## src/rtl/uart_cfg_pkg.sv

```systemverilog
package uart_cfg_pkg;

    localparam int OVERSAMPLE = 16;
    localparam int SUB_W      = $clog2(OVERSAMPLE);
    localparam int MAX_BITS   = 9;
    localparam int IDX_W      = $clog2(MAX_BITS + 1);

    localparam int BIT_LOOP   = 7;
    localparam int BIT_ENABLE = 6;
    localparam int BIT_INVERT = 5;
    localparam int BIT_NINE   = 4;

    typedef struct packed {
        logic loop;
        logic enable;
        logic invert;
        logic nine;
    } ctrl_t;

    typedef enum logic [1:0] {
        PH_IDLE,
        PH_START,
        PH_DATA,
        PH_STOP
    } phase_e;

    function automatic ctrl_t decode_ctrl(input logic [7:0] w);
        ctrl_t c;
        c.loop   = w[BIT_LOOP];
        c.enable = w[BIT_ENABLE];
        c.invert = w[BIT_INVERT];
        c.nine   = w[BIT_NINE];
        return c;
    endfunction

    function automatic logic [7:0] encode_ctrl(input ctrl_t c);
        logic [7:0] w;
        w             = '0;
        w[BIT_LOOP]   = c.loop;
        w[BIT_ENABLE] = c.enable;
        w[BIT_INVERT] = c.invert;
        w[BIT_NINE]   = c.nine;
        return w;
    endfunction

    function automatic logic [IDX_W-1:0] last_index(input logic nine);
        return nine ? IDX_W'(MAX_BITS - 1) : IDX_W'(MAX_BITS - 2);
    endfunction

endpackage

```

## src/rtl/uart_baud_gen.sv

```systemverilog
module uart_baud_gen #(
    parameter int DIV_W = 12
) (
    input  logic             clk,
    input  logic             rst,
    input  logic             run,
    input  logic [DIV_W-1:0] div,
    output logic             tick
);
    localparam int EXT_W = DIV_W + 1;

    logic [DIV_W-1:0] cnt;
    logic [EXT_W-1:0] next_cnt;

    assign next_cnt = {1'b0, cnt} + EXT_W'(1);

    always_ff @(posedge clk) begin
        if (rst || !run) begin
            cnt  <= '0;
            tick <= 1'b0;
        end else if (next_cnt >= {1'b0, div}) begin
            cnt  <= '0;
            tick <= 1'b1;
        end else begin
            cnt  <= next_cnt[DIV_W-1:0];
            tick <= 1'b0;
        end
    end

    p_tick_stops_r7: assert property (@(posedge clk) disable iff (rst)
        !run |=> !tick);

endmodule

```

## src/rtl/uart_tx_path.sv

```systemverilog
module uart_tx_path
    import uart_cfg_pkg::*;
(
    input  logic       clk,
    input  logic       rst,
    input  logic       enable,
    input  logic       tx_en,
    input  logic       tick,
    input  logic       invert,
    input  logic       nine,
    input  logic       wr,
    input  logic [7:0] wdata,
    input  logic       wbit8,
    output logic       txd,
    output logic       tx_empty,
    output logic       tx_done
);
    phase_e               ph;
    logic [MAX_BITS-1:0]  hold_data;
    logic                 hold_full;
    logic [MAX_BITS-1:0]  sh;
    logic [IDX_W-1:0]     idx;
    logic [IDX_W-1:0]     last;
    logic [SUB_W-1:0]     sub;
    logic                 raw;

    always_comb begin
        unique case (ph)
            PH_START: raw = 1'b0;
            PH_DATA:  raw = sh[0];
            default:  raw = 1'b1;
        endcase
    end

    assign txd      = raw ^ invert;
    assign tx_empty = !hold_full;
    assign tx_done  = (ph == PH_IDLE) && !hold_full;

    always_ff @(posedge clk) begin
        if (rst) begin
            ph        <= PH_IDLE;
            hold_data <= '0;
            hold_full <= 1'b0;
            sh        <= '0;
            idx       <= '0;
            last      <= '0;
            sub       <= '0;
        end else if (!enable) begin
            ph        <= PH_IDLE;
            hold_full <= 1'b0;
            sub       <= '0;
        end else begin
            if (ph == PH_IDLE) begin
                if (hold_full && tx_en) begin
                    sh        <= hold_data;
                    last      <= last_index(nine);
                    ph        <= PH_START;
                    sub       <= '0;
                    hold_full <= 1'b0;
                end
            end else if (tick) begin
                sub <= sub + SUB_W'(1);
                if (sub == SUB_W'(OVERSAMPLE - 1)) begin
                    unique case (ph)
                        PH_START: begin
                            ph  <= PH_DATA;
                            idx <= '0;
                        end
                        PH_DATA: begin
                            sh <= sh >> 1;
                            if (idx == last) ph <= PH_STOP;
                            else             idx <= idx + IDX_W'(1);
                        end
                        default: ph <= PH_IDLE;
                    endcase
                end
            end
            if (wr) begin
                hold_data <= {wbit8, wdata};
                hold_full <= 1'b1;
            end
        end
    end

    p_write_fills_r6: assert property (@(posedge clk) disable iff (rst)
        (wr && enable) |=> !tx_empty);

    p_stop_then_idle_r3: assert property (@(posedge clk) disable iff (rst)
        (enable && ph == PH_STOP && tick && sub == SUB_W'(OVERSAMPLE - 1))
        |=> (ph == PH_IDLE));

endmodule

```

## src/rtl/uart_rx_path.sv

```systemverilog
module uart_rx_path
    import uart_cfg_pkg::*;
(
    input  logic       clk,
    input  logic       rst,
    input  logic       run,
    input  logic       tick,
    input  logic       nine,
    input  logic       line_in,
    input  logic       ack,
    output logic [7:0] rx_data,
    output logic       rx_bit8,
    output logic       rx_full,
    output logic       rx_ferr
);
    logic                s1, s2, s3;
    phase_e              ph;
    logic [SUB_W-1:0]    sub;
    logic [IDX_W-1:0]    idx;
    logic [MAX_BITS-1:0] sh;
    logic                bit_end;

    assign bit_end = tick && (sub == SUB_W'(OVERSAMPLE - 1));

    always_ff @(posedge clk) begin
        if (rst) begin
            s1 <= 1'b1;
            s2 <= 1'b1;
            s3 <= 1'b1;
        end else begin
            s1 <= line_in;
            s2 <= s1;
            s3 <= s2;
        end
    end

    always_ff @(posedge clk) begin
        if (rst) begin
            ph      <= PH_IDLE;
            sub     <= '0;
            idx     <= '0;
            sh      <= '0;
            rx_data <= '0;
            rx_bit8 <= 1'b0;
            rx_full <= 1'b0;
            rx_ferr <= 1'b0;
        end else begin
            if (ack) rx_full <= 1'b0;
            if (!run) begin
                ph  <= PH_IDLE;
                sub <= '0;
            end else begin
                unique case (ph)
                    PH_IDLE: begin
                        if (s3 && !s2) begin
                            ph  <= PH_START;
                            sub <= '0;
                        end
                    end
                    PH_START: begin
                        if (tick) begin
                            if (sub == SUB_W'(OVERSAMPLE / 2 - 1)) begin
                                sub <= '0;
                                idx <= '0;
                                ph  <= s2 ? PH_IDLE : PH_DATA;
                            end else begin
                                sub <= sub + SUB_W'(1);
                            end
                        end
                    end
                    PH_DATA: begin
                        if (tick) sub <= sub + SUB_W'(1);
                        if (bit_end) begin
                            sh <= {s2, sh[MAX_BITS-1:1]};
                            if (idx == last_index(nine)) ph <= PH_STOP;
                            else                         idx <= idx + IDX_W'(1);
                        end
                    end
                    default: begin
                        if (tick) sub <= sub + SUB_W'(1);
                        if (bit_end) begin
                            ph      <= PH_IDLE;
                            rx_full <= 1'b1;
                            rx_ferr <= !s2;
                            rx_data <= nine ? sh[7:0] : sh[8:1];
                            rx_bit8 <= nine ? sh[8] : 1'b0;
                        end
                    end
                endcase
            end
        end
    end

    p_full_from_stop_r8: assert property (@(posedge clk) disable iff (rst)
        $rose(rx_full) |-> $past(ph == PH_STOP));

    p_ack_clears_r8: assert property (@(posedge clk) disable iff (rst)
        (ack && !(run && ph == PH_STOP && bit_end)) |=> !rx_full);

endmodule

```

## src/rtl/serial_port_top.sv

```systemverilog
module serial_port_top
    import uart_cfg_pkg::*;
#(
    parameter int DIV_W = 12
) (
    input  logic             clk,
    input  logic             rst,
    input  logic             ctrl_we,
    input  logic [7:0]       ctrl_wdata,
    output logic [7:0]       ctrl_rdata,
    input  logic             tx_en,
    input  logic             rx_en,
    input  logic [DIV_W-1:0] baud_div,
    input  logic             tx_we,
    input  logic [7:0]       tx_wdata,
    input  logic             tx_wbit8,
    output logic             tx_empty,
    output logic             tx_done,
    input  logic             rx_ack,
    output logic [7:0]       rx_data,
    output logic             rx_bit8,
    output logic             rx_full,
    output logic             rx_ferr,
    input  logic             rxd,
    output logic             txd
);
    ctrl_t ctrl;
    logic  tick;
    logic  rx_line;

    always_ff @(posedge clk) begin
        if (rst)          ctrl <= '0;
        else if (ctrl_we) ctrl <= decode_ctrl(ctrl_wdata);
    end

    assign ctrl_rdata = encode_ctrl(ctrl);
    assign rx_line    = ctrl.loop ? txd : rxd;

    uart_baud_gen #(.DIV_W(DIV_W)) baud_i (
        .clk  (clk),
        .rst  (rst),
        .run  (ctrl.enable),
        .div  (baud_div),
        .tick (tick)
    );

    uart_tx_path tx_i (
        .clk      (clk),
        .rst      (rst),
        .enable   (ctrl.enable),
        .tx_en    (tx_en),
        .tick     (tick),
        .invert   (ctrl.invert),
        .nine     (ctrl.nine),
        .wr       (tx_we),
        .wdata    (tx_wdata),
        .wbit8    (tx_wbit8),
        .txd      (txd),
        .tx_empty (tx_empty),
        .tx_done  (tx_done)
    );

    uart_rx_path rx_i (
        .clk     (clk),
        .rst     (rst),
        .run     (ctrl.enable && rx_en),
        .tick    (tick),
        .nine    (ctrl.nine),
        .line_in (rx_line),
        .ack     (rx_ack),
        .rx_data (rx_data),
        .rx_bit8 (rx_bit8),
        .rx_full (rx_full),
        .rx_ferr (rx_ferr)
    );

    p_off_flags_r7: assert property (@(posedge clk) disable iff (rst)
        !ctrl.enable |=> (tx_empty && tx_done));

    p_idle_level_r5: assert property (@(posedge clk) disable iff (rst)
        tx_done |-> (txd == !ctrl.invert));

    p_low_bits_zero_r2: assert property (@(posedge clk) disable iff (rst)
        ctrl_we |=> (ctrl_rdata[3:0] == 4'h0));

endmodule

```

## config.mk

```make
export PLATFORM = sky130hd
export DESIGN_NAME = serial_port_top
export DESIGN_NICKNAME = d
export VERILOG_FILES = /design/src/rtl/uart_cfg_pkg.sv /design/src/rtl/uart_baud_gen.sv /design/src/rtl/uart_tx_path.sv /design/src/rtl/uart_rx_path.sv /design/src/rtl/serial_port_top.sv
export SDC_FILE = /design/constraint.sdc
export NUM_CORES = 1
export LEC_CHECK = 0
export BUFFER_PORTS_ARGS = -buffer_cell sky130_fd_sc_hd__buf_2
export CORE_ASPECT_RATIO = 1.5
export CORE_MARGIN = 2
export CORE_UTILIZATION = 55
export DETAILED_ROUTE_END_ITERATION = 10
export PLACE_DENSITY = 0.79
export SYNTH_ARGS = -nofsm -noshare
export SYNTH_HDL_FRONTEND = slang
export SYNTH_SLANG_ARGS = --single-unit
export TNS_END_PERCENT = 30
```

## constraint.sdc

```tcl
create_clock -name clk -period 3.76 [get_ports clk]
set_input_delay 0.752 -clock clk [delete_from_list [all_inputs] [get_ports clk]]
set_output_delay 0.752 -clock clk [all_outputs]
set_load 0.1 [all_outputs]
```

==> results.tsv, run 1 <==
metric	value	unit
core	6900	sq um
r2r-end	baud_i.tick	
cp.required	4010	ps
max-cap-violations	0	
place.gp.congestion	0.801	
leakagePower	1.79	nW
die_h	108	um
finalWirelength	7.69	mm
cp-endpoint	baud_i.tick	
syn-cell-area	3950	sq um
yosys_most_used_dff	dfxtp_1	
grt_util_all_layers	21.6	%
avgSynthCellArea	8.62	sq um
post-dp-hpwl	5.43	mm
hold_path_class	reg2reg	
r2r_setup_slack	850	ps
yosysTopAreaCellShare	41.1	%
dieArea	7890	sq um
vias	3250	
synth.area.top_cells	dfxtp_1 (41%), mux2i_1 (7.9%), ha_1 (6.3%), nor2_1 (5.5%), a21oi_1 (4.1%)	
period_needed	2910	ps
cts_buffers	9	
yosysTopAreaCell	dfxtp_1	
ir_worst_vdd	0.331	mV
post-route-period-util	77.4	%
gr-total-overflow	0	
fp.dieW	73.2	um
fillers	605	
cts_tree	done	
ant_nets	0	
yosysSeqAreaShare	41.1	%
synth_edf_count	0	
antenna_found_initial	0	
hold_violations	0	
place_area	4190	sq um
grt_pass1_wl	13.6	mm
clk_pin_slew_worst_paths	80	ps
slew_headroom	33.1	%
worstMarginPinSlew	1000	ps
drtPass1Iterations	4	
rsz0062_at_grt	no	
postSynth.asyncResetShare	0	%
clock-root-buffer	clkbuf_8	
htreeDepth	3	
power.density	373	nW/um^2
ys_seq_elements	81	
rr_worst_depth	10	
post_cts_buffers	0	
drt_iter0_markers	182	
finalNetCount	554	
layout-drive-gt1-share	15.5	%
ios	59	
dpl.cell_count	564	
worstSetupPathType	reg2reg	
cts_max_path_buffers	2	
cts_resized	0	
wl_per_cell	13.3	um
fin_area	4390	sq um
finalClockSkew	8.15	ps
fin_cells	580	
grt_max_degree	57	
rows	37	
port_buffers	50	
clk_latency	350	ps
fmax	344	MHz
yosysWarnings	0	
diodes	0	
final_max_slew_viol_count	0	
drc	0	
first_global_vias	3256	
setup.worst_path.start	baud_i.cnt[0]	
ys_types	54	
postSynthCellCount	458	
setup_viol	0	
hold_buffers	0	
outcome	finished, final reports clean	
worstReg2RegStart	baud_i.cnt[0]	
cp_max_fo	13	
cts.sink_count	81	
whs	412	ps
area_growth	11.2	%
tns	0	ps
start_util	57.2	%
arrival	3160	ps
crit_path_start_kind	flip-flop	
avgViaCountPerCell	5.60	
end_kind	flip-flop	
kinds of logic (layout without fill, tap and decap cells):
family,after synthesis,in the layout,share of synthesized area (%)
adders and majority gates,20,20,6.34
DFF,81,81,41.1
AOI/OAI and AO/OA,86,86,14.2
and+or+nand+nor,177,177,21.9
muxes,31,31,7.86
buffers and inverters,50,91,5.93
other,1,4,0.0950
xor gates and xnor gates,12,12,2.66
final cells by class:
type,instances,area [sq um],area share (%)
Clock buffer,11,141,3.22
Clock inverter,5,63.8,1.45
Inverter,21,78.8,1.79
Multi-Input combinational cell,330,2110,48.0
Sequential cell,81,1620,36.9
Tap cell,78,97.6,2.22
Timing Repair Buffer,54,280,6.38
worst min-delay path by stage:
| stage | start | to | slack, ps | cells past startpoint |
|---|---|---|---|---|
| 2_1_floorplan | rx_i.s1 | rx_i.s2 | 390 | 1 |
| 3_3_place_gp | rx_i.s1 | rx_i.s2 | 390 | 1 |
| 3_5_place_dp | rx_i.s1 | rx_i.s2 | 400 | 1 |
| 4_1_cts | rx_i.s1 | rx_i.s2 | 410 | 1 |
| 5_1_grt | rx_i.s1 | rx_i.s2 | 420 | 1 |
| 6_report | rx_i.s1 | rx_i.s2 | 410 | 1 |
where the power goes:
group / leakage (nW) / switching, mW / internal, mW / total, mW
Combinational: 1.03 / 0.0869 / 0.0328 / 0.120
Clock: 0.100 / 0.315 / 0.330 / 0.645
Sequential: 0.654 / 0.00807 / 0.865 / 0.873
Total: 1.79 / 0.410 / 1.23 / 1.64
sequential cells by signal, indices dropped and copies added, names as in the netlist, 2 cells and up:
register        cells
baud_i.cnt         12
rx_i.sh             9
tx_i.hold_data      9
tx_i.sh             9
rx_i.rx_data        8
ctrl_rdata          4
rx_i.idx            4
rx_i.sub            4
tx_i.idx            4
tx_i.sub            4
rx_i.ph             2
tx_i.last           2
tx_i.ph             2
critical path, stage by stage (launching register included):
cell	delay, ps
dfxtp_1	380
ha_1	220
and4_1	290
nand4_1	140
xnor2_1	210
ha_1	300
a21oi_1	150
o21ai_0	110
o21bai_1	150
o2111ai_1	500
and2_1	370
cell usage after synthesis (2+ instances only):
cell type and number:
dfxtp_1 81, nor2_1 58, nand2_1 38, a21oi_1 32
mux2i_1 31, nand3_1 26, inv_1 21, ha_1 20
a211oi_1 19, o21ai_0 12, nor3_1 10, buf_4 8
clkbuf_1 7, buf_1 6, buf_2 6, nand2b_1 6
nand4_1 6, nor3b_1 6, xnor2_1 6, xor2_1 6
nor2b_1 5, and3_1 4, a31oi_1 3, nand3b_1 3
nor4b_1 3, and2_1 2, and4_1 2, o2111ai_1 2
o21a_1 2, o21bai_1 2, or2_2 2
through the flow:
stage / total power, mW / worst slack, ps / utilization, %
6_report: 1.64 / 849 / 63.7
5_1_grt: 1.70 / 519 / 63.7
4_1_cts: 1.65 / 854 / 63.7
3_5_place_dp: 1.01 / 900 / 60.7
3_3_place_gp: 1.01 / 963 / 60.7
2_1_floorplan: 0.987 / 486 / -
layer usage:
metal  share of wire [%]  vias to the layer above  track usage [%]  routed length (um)
met3                 2.3                       11             3.28                 176
met4                 1.5                        0             9.52                 112
met1                  42                     1520             23.6                3260
li1                    -                     1679                -                   -
met2                  54                       40             39.7                4150
met5                   0                        -                0                   0
cell usage in the layout (no fill, tap or decap), types with 2 or more instances in the layout:
cell       synthesis  final
dfxtp_1           81     81
o2111ai_1          2      2
ha_1              20     20
nand2b_1           6      6
buf_2              6     50
inv_1             21     21
conb_1             1      4
nor2_1            58     58
nor3b_1            6      6
nand3b_1           3      3
clkinv_4           0      2
xnor2_1            6      6
nand2_1           38     38
nand3_1           26     26
clkbuf_8           0     10
buf_4              8      4
nor3_1            10      9
and2_1             2      2
and3_1             4      4
and4_1             2      2
or2_2              2      2
a211oi_1          19     19
o21bai_1           2      2
mux2i_1           31     31
nor2b_1            5      5
o21ai_0           12     12
a21oi_1           32     32
nor4b_1            3      3
nand4_1            6      6
xor2_1             6      6
a31oi_1            3      3
o21a_1             2      2
Power figures use the tool's default switching activity.
==> run 2: changes to the inputs <==
ABC_AREA = 1   (was unset)
clock period = 2.7 ns   (was 3.76 ns; I/O delays follow)
==> run 2 against run 1 <==
  * Clock skew is essentially flat
  * Total power grew 46%
  * Area after synthesis grew 5.3%
  * Clock-buffer cell count shrank 1
  * Synthesized cell count grew 27%
  * Global-route usage shrank 0.60 points
  * Sequential share of layout area shrank 2.2 points
  * Critical path type is now reg2out
==> results.tsv, run 2 <==
metric	value	unit
outcome	finished, final reports clean	
crit_chain	inv_1, ha_1, o21ai_0, xor2_2, clkbuf_4	
cp.required	2160	ps
grt_max_degree	23	
rr_worst_depth	12	
synth_edf_count	0	
worstReg2RegStart	baud_i.cnt[0]	
antenna_found_initial	0	
synthTopCellsByCount	nand2_1 (94), nor2_1 (88), inv_1 (82)	
worstMarginPinSlew	514	ps
ys_seq_elements	81	
core	7270	sq um
yosysSeqAreaShare	39.0	%
slew_headroom	65.7	%
avgViaCountPerCell	4.98	
rsz0062_at_grt	no	
r2r_setup_slack	300	ps
ys_types	38	
postSynth.asyncResetShare	0	%
yosys_most_used_dff	dfxtp_1	
yosysWarnings	0	
arrival	1950	ps
largest_register_ffs	12	
max-cap-violations	0	
final_max_slew_viol_count	0	
yosysTopAreaCell	dfxtp_1	
power.density	513	nW/um^2
fillers	666	
post-dp-hpwl	6.15	mm
cts_tree	done	
worstSetupPathType	reg2out	
layout-drive-gt1-share	15.3	%
die_h	111	um
ios	59	
ant_nets	0	
cts_max_path_buffers	2	
tns	0	ps
cts.sink_count	81	
synth.area.top_cells	dfxtp_1 (39%), nand2_1 (8.5%), nor2_1 (7.9%), inv_1 (7.4%), o21ai_0 (7.2%)	
place.gp.congestion	0.875	
syn-cell-area	4160	sq um
start_util	57.2	%
cp_max_fo	7	
finalNetCount	685	
ir_worst_vdd	0.283	mV
crit_path_start_kind	flip-flop	
finalWirelength	8.26	mm
regMostFlops	baud_i.cnt	
hold_buffers	0	
area_growth	12.2	%
hold_path_class	reg2reg	
port_buffers	50	
drt_iter0_markers	184	
setup_viol	0	
end_kind	output port	
hold_violations	0	
layout_commonest_cell	nand2_1	
min_from	rx_i.s1	
cp-endpoint	txd	
setup.worst_path.start	tx_i.ph[0]	
drtPass1Iterations	4	
post-route-util	64.1	%
postSynthCellCount	582	
yosysMostFrequentCell	nand2_1	
vias	3646	
clock-root-buffer	clkbuf_8	
drc	0	
cts_buffers	9	
slowest_delay	370	ps
diodes	0	
clk_latency	350	ps
finalClockSkew	8.50	ps
rows	38	
first_global_vias	3438	
fmax	402	MHz
htreeDepth	3	
yosysTopAreaCellShare	39.0	%
cts_resized	0	
post-route-period-util	92.2	%
period_needed	2490	ps
post_cts_buffers	0	
leakagePower	2.16	nW
avgSynthCellArea	7.15	sq um
gr-total-overflow	0	
grt_pass1_wl	14.0	mm
fp.dieW	75	um
grt_util_all_layers	21.0	%
crit_slowest_cell	clkbuf_4	
wl_per_cell	11.3	um
final_cell_mix	nand2_1 (94), nor2_1 (87), inv_1 (82)	
clk_pin_slew_worst_paths	80	ps
r2r-end	baud_i.cnt[3]	
dieArea	8290	sq um
[run 2: cell count changes in the layout (fill, tap and decap cells not counted), moves of 13 or more]
cell / delta
inv_1: +61
nand2_1: +56
o21ai_0: +48
mux2i_1: -31
nor2_1: +29
a211oi_1: -17
a21oi_1: +13
[run 2: report_power, final]
| group | internal [mW] | switching [mW] |
|---|---|---|
| clock | 0.541 | 0.423 |
| combinational | 0.0548 | 0.154 |
| sequential | 1.21 | 0.0126 |
[run 2: final cells by class]
type	instances	area, sq um	area share (%)
Clock buffer	10	138	2.95
Clock inverter	5	78.8	1.69
Inverter	90	338	7.24
Multi-Input combinational cell	393	2090	44.8
Sequential cell	81	1620	34.8
Tap cell	100	125	2.68
Timing Repair Buffer	53	275	5.90
[run 2: metal layers]
layer / track usage [%] / part of all wire (%)
met1: 24.1 / 43
met5: 0 / 0
met2: 36.9 / 52
met4: 6.67 / 1.3
met3: 4.93 / 4.1
[run 2: metrics by stage]
stage | setup slack [ps] | hold WS (ps) | cell area (sq um) | total power, mW | std cells
2_1_floorplan | 264 | 389 | 4180 | 1.41 | 585
3_3_place_gp | 247 | 397 | 4440 | 1.45 | 717
3_5_place_dp | 174 | 402 | 4440 | 1.46 | 717
4_1_cts | 98.7 | 413 | 4650 | 2.41 | 732
5_1_grt | 21.8 | 425 | 4670 | 2.48 | 732
6_report | 209 | 421 | 4670 | 2.40 | 732
[run 2: cell families (layout without fill, tap and decap cells)]
| logic type | Yosys count | after routing | share of synthesized area [%] |
|---|---|---|---|
| xor gates and xnor gates | 13 | 13 | 2.74 |
| buffers and inverters | 111 | 158 | 11.5 |
| other | 1 | 4 | 0.0902 |
| and+or+nand+nor | 241 | 241 | 26.4 |
| adders and majority gates | 20 | 20 | 6.02 |
| DFF | 81 | 81 | 39.0 |
| AOI/OAI and AO/OA | 115 | 115 | 14.2 |
[run 2: worst max-delay path, delay by kind of cell, from the launching register on]
| kind | cells | cell delay, ps |
|---|---|---|
| buffers and inverters | 2 | 440 |
| DFF | 1 | 340 |
| AOI/OAI and AO/OA | 1 | 320 |
| adders and majority gates | 1 | 290 |
| xor gates and xnor gates | 1 | 220 |
[run 2: worst min path at each step]
| stage | to | slack (ps) | depth (start not counted) |
|---|---|---|---|
| after CTS | ctrl_rdata[7] | 410 | 3 |
| after global routing | ctrl_rdata[7] | 420 | 3 |
| final | rx_i.s2 | 420 | 1 |
| after global placement | rx_i.s2 | 400 | 1 |
| after detailed placement | rx_i.s2 | 400 | 1 |
| after floorplan | rx_i.s2 | 390 | 1 |
==> run 3: changes to the inputs <==
REMOVE_ABC_BUFFERS = 1   (was unset)
==> run 3 against run 2 <==
  * Setup slack got worse by 93 ps
  * Flip-flop and latch count unchanged
  * Register-to-register slack improved by 30 ps
  * Core utilization decreased by 0.38 points
  * Combinational power about the same
  * Sequential share of layout area increased by 0.21 points
  * Worst hold slack got worse by 22 ps
  * Clock skew increased by 5.4 ps
  * Die area unchanged
  * Fmax decreased by 3.6%
  * Critical path depth unchanged
  * Critical endpoint unchanged
  * Largest cell class unchanged
  * Largest power group unchanged
  * Highest routed layer unchanged
==> results.tsv, run 3 (same netlist as run 2, synthesis figures left out) <==
metric	value	unit
hold_end	ctrl_rdata[7]	
place.gp.congestion	0.801	
fin_cells	732	
htreeDepth	3	
power.density	502	nW/um^2
crit_chain	inv_1, ha_1, o21ai_0, xor2_1, buf_2	
cts.sink_count	81	
cts_max_path_buffers	2	
gr-total-overflow	0	
rows	38	
fmax	387	MHz
setup_viol	0	
clock-root-buffer	clkbuf_8	
final_max_slew_viol_count	0	
diodes	0	
crit_path_start_kind	flip-flop	
slew_headroom	54.5	%
r2r_setup_slack	330	ps
pre_cts_ws	256	ps
max-cap-violations	0	
fp.dieW	75	um
largest_register_ffs	12	
layout-drive-gt1-share	15.0	%
start_util	57.2	%
post-dp-hpwl	5.96	mm
outcome	finished, final reports clean	
rr_worst_depth	12	
cts_buffers	9	
period_needed	2580	ps
finalClockSkew	13.9	ps
min_from	ctrl_wdata[7]	
cp_max_fo	7	
die_h	111	um
finalWirelength	7.92	mm
ant_nets	0	
fin_area	4640	sq um
dieArea	8290	sq um
rsz0062_at_grt	no	
area_growth	11.5	%
drt_iter0_markers	173	
ios	59	
grt_pass1_wl	14.2	mm
hold_depth	3	
vias	3676	
post-route-period-util	95.7	%
avgViaCountPerCell	5.02	
ir_worst_vdd	0.344	mV
hold_path_class	in2reg	
power	2.33	mW
worstMarginPinSlew	682	ps
cts_tree	done	
core	7270	sq um
hold_buffers	0	
r2r-end	baud_i.cnt[11]	
clk_latency	360	ps
final_cell_mix	nand2_1 (94), nor2_1 (88), inv_1 (82)	
worstSetupPathType	reg2out	
layout_commonest_cell	nand2_1	
antenna_found_initial	0	
finalNetCount	685	
whs	399	ps
arrival	2040	ps
grt_util_all_layers	21.2	%
wl_per_cell	10.8	um
post-route-util	63.8	%
place_area	4430	sq um
fin_ws	117	ps
end_kind	output port	
leakagePower	2.14	nW
slowest_delay	460	ps
dpl.cell_count	717	
grt_max_degree	28	
tns	0	ps
worstReg2RegStart	baud_i.cnt[0]	
clk_pin_slew_worst_paths	90	ps
cp.required	2160	ps
first_global_vias	3566	
drc	0	
port_buffers	50	
drtPass1Iterations	4	
regMostFlops	baud_i.cnt	
hold_violations	0	
crit_slowest_cell	buf_2	
==> run 3: layer usage <==
layer | part of all wire, % | vias to the layer above | GRT usage [%]
met1 | 42 | 1663 | 22.2
li1 | - | 1938 | -
met4 | 2.1 | 0 | 8.93
met3 | 3.3 | 15 | 4.29
met2 | 52 | 60 | 38.7
met5 | 0 | - | 0
==> run 3: what timing repair did <==
action	CTS	global route
setup buffers	0	0
hold endpoints to repair	0	0
resized for setup	0	1
setup endpoints to repair	0	12
==> run 3: where the power goes <==
group	switching, mW	internal, mW	leakage [nW]
Combinational	0.152	0.0539	1.38
Clock	0.443	0.455	0.0994
Sequential	0.0118	1.21	0.655
==> run 3: final cells by class <==
class                      instances  area, sq um
fill                             691         2640
multi-input combinational        393         2080
sequential                        81         1620
inverter                          90          338
timing repair buffer              53          273
clock buffer                      10          138
tap                              100          125
clock inverter                     5         63.8
==> run 3: worst max path at each step <==
stage | depth (start not counted) | from | endpoint | slack (ps)
global route | 12 | baud_i.cnt[0] | baud_i.cnt[11] | 30
detailed placement | 12 | baud_i.cnt[0] | baud_i.cnt[11] | 260
CTS | 5 | tx_i.ph[0] | txd | 110
finish | 5 | tx_i.ph[0] | txd | 120
floorplan | 1 | ctrl_rdata[5] | txd | -330
global placement | 12 | baud_i.cnt[0] | baud_i.cnt[10] | 340
==> run 3: worst max-delay path, delay by kind of cell (launching register included) <==
family                   cells  cell delay, ps
flip-flops                   1             360
adder cells (fa/ha/maj)      1             290
buffers and inverters        2             540
AO/OA/AOI/OAI                1             280
XOR/XNOR                     1             210
